**config.mk**
```make
export PLATFORM = sky130hd
export DESIGN_NAME = msclk_en_gen
export DESIGN_NICKNAME = d
export VERILOG_FILES = /design/src/rtl/msclk_en_gen.sv
export SDC_FILE = /design/constraint.sdc
export NUM_CORES = 1
export LEC_CHECK = 0
export BUFFER_PORTS_ARGS = -buffer_cell sky130_fd_sc_hd__clkbuf_2
export CAP_MARGIN = 5
export CORE_ASPECT_RATIO = 2
export CORE_MARGIN = 8
export CORE_UTILIZATION = 30
export CTS_CLUSTER_DIAMETER = 150
export DETAILED_ROUTE_END_ITERATION = 8
export PLACE_DENSITY_LB_ADDON = 0.15
export SETUP_SLACK_MARGIN = 0.4
export SLEW_MARGIN = 20
export SYNTH_ARGS = -nofsm -noshare
export SYNTH_HDL_FRONTEND = slang
export SYNTH_SLANG_ARGS = --single-unit
```
**constraint.sdc**
```tcl
create_clock -name clk -period 1.45 [get_ports clk]
set_input_delay 0.29 -clock clk [delete_from_list [all_inputs] [get_ports clk]]
set_output_delay 0.29 -clock clk [all_outputs]
set_load 0.05 [all_outputs]
```
**src/rtl/msclk_en_gen.sv**
```systemverilog
module msclk_en_gen #(
  parameter int PRE_W = 5,
  parameter int SEL_W = 3,
  parameter int REG_W = 8,
  parameter int OVR_BIT = 3,
  parameter logic [REG_W-1:0] RST_VAL = 8'h01
) (
  input  logic             clk,
  input  logic             rst_n,
  input  logic             wr_en,
  input  logic [REG_W-1:0] wr_data,
  output logic [REG_W-1:0] rd_data,
  input  logic             xfer_req,
  input  logic             lp_req,
  output logic             cpu_en,
  output logic             aux_en,
  output logic             sel_err,
  output logic             lp_ack,
  output logic             lp_nak
);
  localparam logic [PRE_W-1:0] PRE_TOP = {PRE_W{1'b1}};

  logic [REG_W-1:0] reg_q;
  logic [PRE_W-1:0] pre_q;
  logic [SEL_W-1:0] act_sel;
  logic [PRE_W-1:0] mask;
  logic             fast_q;
  logic             ovr;
  logic             div_pulse;
  logic             field_bad;

  assign ovr       = reg_q[OVR_BIT];
  assign field_bad = &reg_q[SEL_W-1:SEL_W-2];
  assign mask      = ~(PRE_TOP << act_sel);
  assign div_pulse = (pre_q & mask) == mask;

  assign rd_data = reg_q;
  assign sel_err = field_bad;
  assign cpu_en  = div_pulse;
  assign aux_en  = div_pulse | (ovr & fast_q);

  always_ff @(posedge clk or negedge rst_n) begin
    if (!rst_n) begin
      reg_q   <= RST_VAL;
      pre_q   <= '0;
      act_sel <= RST_VAL[SEL_W-1:0];
      fast_q  <= 1'b0;
      lp_ack  <= 1'b0;
      lp_nak  <= 1'b0;
    end else begin
      pre_q <= pre_q + 1'b1;
      if (pre_q == PRE_TOP && !field_bad)
        act_sel <= reg_q[SEL_W-1:0];
      if (wr_en)
        reg_q <= wr_data;
      fast_q <= ovr & (xfer_req | (fast_q & ~div_pulse));
      lp_ack <= lp_req & (reg_q[SEL_W-1:0] == '0);
      lp_nak <= lp_req & (reg_q[SEL_W-1:0] != '0);
    end
  end
endmodule


```
==> results_dict.tcl <==
set metrics [dict create \
    ios 26 \
    ir_drop_uv 606 \
    ys_types 24 \
    die_y_um 88.4 \
    syn_area_um2 786 \
    register_area_um2 483 \
    routed-wl-met2_um 1250 \
    final.setup_skew_ps 8.03 \
    powerDensity_nw_per_um2 1020 \
    violations "setup timing" \
    wl_met3_um 48 \
    grt-ovfl-total 0 \
    grt_pass1_vias 705 \
    crit_path_end_kind "output pin" \
    ys_warn_count 0 \
    p_int_mw 1.00 \
    clkTransAtPathRegs_ps 70 \
    met1Wirelength_um 613 \
    cp_max_fo 3 \
    start_util_pct 31.0 \
    syn_to_final_growth_pct 78.5 \
    min_period_ps 1790 \
    slew-limit-headroom_pct 68.5 \
    finalSetupViolations 2 \
    fin_ws_ps -345 \
    power_switching_share_pct 30.3 \
    via_per_inst 4.62 \
    cap_violations 0 \
    nets 118 \
    dp.cells 117 \
    hold_viol_final 0 \
    dr.pass1.iters 2 \
    slew_violations 0 \
    grt_max_degree 20 \
    worstSetupPathType "reg2out" \
    grt_first_pass_wirelength_um 3120 \
    p_leak_nw 0.641 \
    synth_area_per_cell_um2 13.3 \
    rsz0062_at_grt "yes" \
    antennaDiodeCount 0 \
    fill_cells 214 \
    switchingPower_mw 0.434 \
    numCtsBuffers 3 \
    dieArea_um2 4610 \
    fp-row-count 26 \
    syn-num-nets 74 \
    grt_usage_pct 9.11 \
    power_frac_comb_pct 32.5 \
    die_w_um 52.2 \
    worst_slew_pin_slew_ps 472 \
    coreArea_um2 2540 \
    routed_wl_um 1980 \
    routedWlPerCell_um 15.2 \
    max_clock_freq_mhz 557 \
    antenna_found_initial 0 \
    ys_ff_latch 19 \
    vias 600 \
    fin_total_pwr_mw 1.43 \
    drt-initial-drc-count 9 \
    cts_tree "built" \
    final_antenna_net_count 0 \
    drc 0 \
    synth.largest_area_cell "dfrtp_1" \
    finalCritPeriodShare_pct 124 \
    yosysSeqAreaShare_pct 60.8 \
    syn_inst 59 \
    htreeDepth 1 \
    finalWeightedCongestion 0.778 \
    io_buffers 25 \
    cp.arrival_ps 1500 \
    drive_gt1_share_pct 69.6 \
    worstSetupStartpointType "flip-flop" \
    top_layer "met4" \
    synth.area.top_cells "dfrtp_1 (54%), mux2_2 (13%), dfstp_2 (6.7%), ha_1 (3.2%), nor2_1 (2.4%)" \
    status "finished with violations" \
    netlist.area_leader.share_pct 54.1 \
    ctsLongestPathBuffers 2 \
    multi_input_area_um2 403 \
    cts_root_buf "clkbuf_8" \
    worstHoldPathType "in2reg" \
    final_cells 130 \
    timing.hold.ws_ps 261 \
    clock_latency_ps 260 \
    worstPathRequired_ps 1160 \
    dpl.hpwl_um 1400 \
    clock-sinks 19 \
    p_seq_share_pct 42.3 \
    clkPwrFrac_pct 25.2 \
]
==> sequential cells by signal, summed over array words and instances, names as in the netlist <==
name / count
pre_q: 5
fast_q: 1
lp_nak: 1
act_sel: 3
rd_data: 8
lp_ack: 1
==> routing by layer <==
layer  vias up  track usage, %
li1        289               -
met1       291            7.88
met2        13            17.5
met3         7            2.02
met4         0            5.69
met5         -               0
==> power by group through the flow <==
| stage | combinational (mW) | sequential (mW) | clock [mW] |
|---|---|---|---|
| detailed placement | 0.312 | 0.612 | 0 |
| floorplan | 0.133 | 0.700 | 0 |
| finish | 0.466 | 0.607 | 0.362 |
| global placement | 0.309 | 0.609 | 0 |
| global route | 0.490 | 0.612 | 0.398 |
| CTS | 0.420 | 0.604 | 0.370 |
==> metrics by stage <==
step	TNS [ps]	area, um2	worst slack (ps)	util (%)
after floorplan	-12.8	832	-7.06	-
after global placement	-299	1030	-143	40.7
after detailed placement	-343	1030	-158	40.7
after CTS	-770	1300	-389	51.1
after global routing	-810	1400	-404	55.3
final	-667	1400	-345	55.3
==> Yosys cell counts <==
cell,number
a21oi_1,1
a21boi_2,1
buf_2,1
nand2b_1,1
nor2b_1,3
nor3_1,2
dfrtp_1,17
o31ai_1,1
and2_1,1
inv_1,2
o41a_1,1
nand2_1,1
nand3_1,1
a41oi_1,1
or2b_1,2
mux2_2,9
and2_4,1
and3_2,1
xnor2_1,1
dfstp_2,2
nor2_1,5
xor2_1,1
o21a_1,1
ha_1,2
==> worst paths after layout <==
kind                            slack, ps  cells after the start        from    endpoint
worst max-delay path                 -340                      4  act_sel[0]      aux_en
worst min-delay path                  260                      2  wr_data[3]  rd_data[3]
worst max register to register         10                      6    pre_q[0]  act_sel[0]
worst min register to register        530                      2  act_sel[1]  act_sel[1]
max in group asynchronous             580                      2       rst_n    pre_q[1]
min in group asynchronous             510                      2       rst_n      fast_q
==> placed cells by master, fill, tap and decap left out, types with 3 or more instances in the layout <==
cell type,n
buf_6,5
clkbuf_16,4
nor2_1,4
dfrtp_2,4
buf_8,9
clkbuf_2,12
mux2_2,8
dfrtp_1,13
clkbuf_8,3
buf_4,9
==> area by class of cell <==
type                       instances  area share, %
sequential                        19           34.4
timing repair buffer              40           30.6
multi-input combinational         37           28.7
clock buffer                       4           3.21
tap                               28           2.50
inverter                           2          0.535
==> repair_timing <==
action / 4_1_cts / 5_1_grt
setup buffers: 3 / 5
resized for setup: 37 / 22
endpoints found under the hold margin: 1 / 0
pin swaps: 3 / 6
setup endpoints to repair: 18 / 21
hold buffers: 1 / 0
==> kinds of logic after synthesis <==
group | Yosys count | share of synthesized area (%)
XOR/XNOR | 2 | 2.23
flip-flops | 19 | 60.8
multiplexers | 9 | 12.9
adder cells (fa/ha/maj) | 2 | 3.18
AO/OA/AOI/OAI | 6 | 6.53
buffers and inverters | 3 | 1.59
AND/OR/NAND/NOR | 18 | 12.7
==> worst max-delay path: stages (launching register included) <==
cell	delay (ps)
dfstp_2	530
or2b_1	250
a21boi_4	230
o31ai_4	80
buf_8	160
No activity file was read; power rests on OpenSTA's default activity.
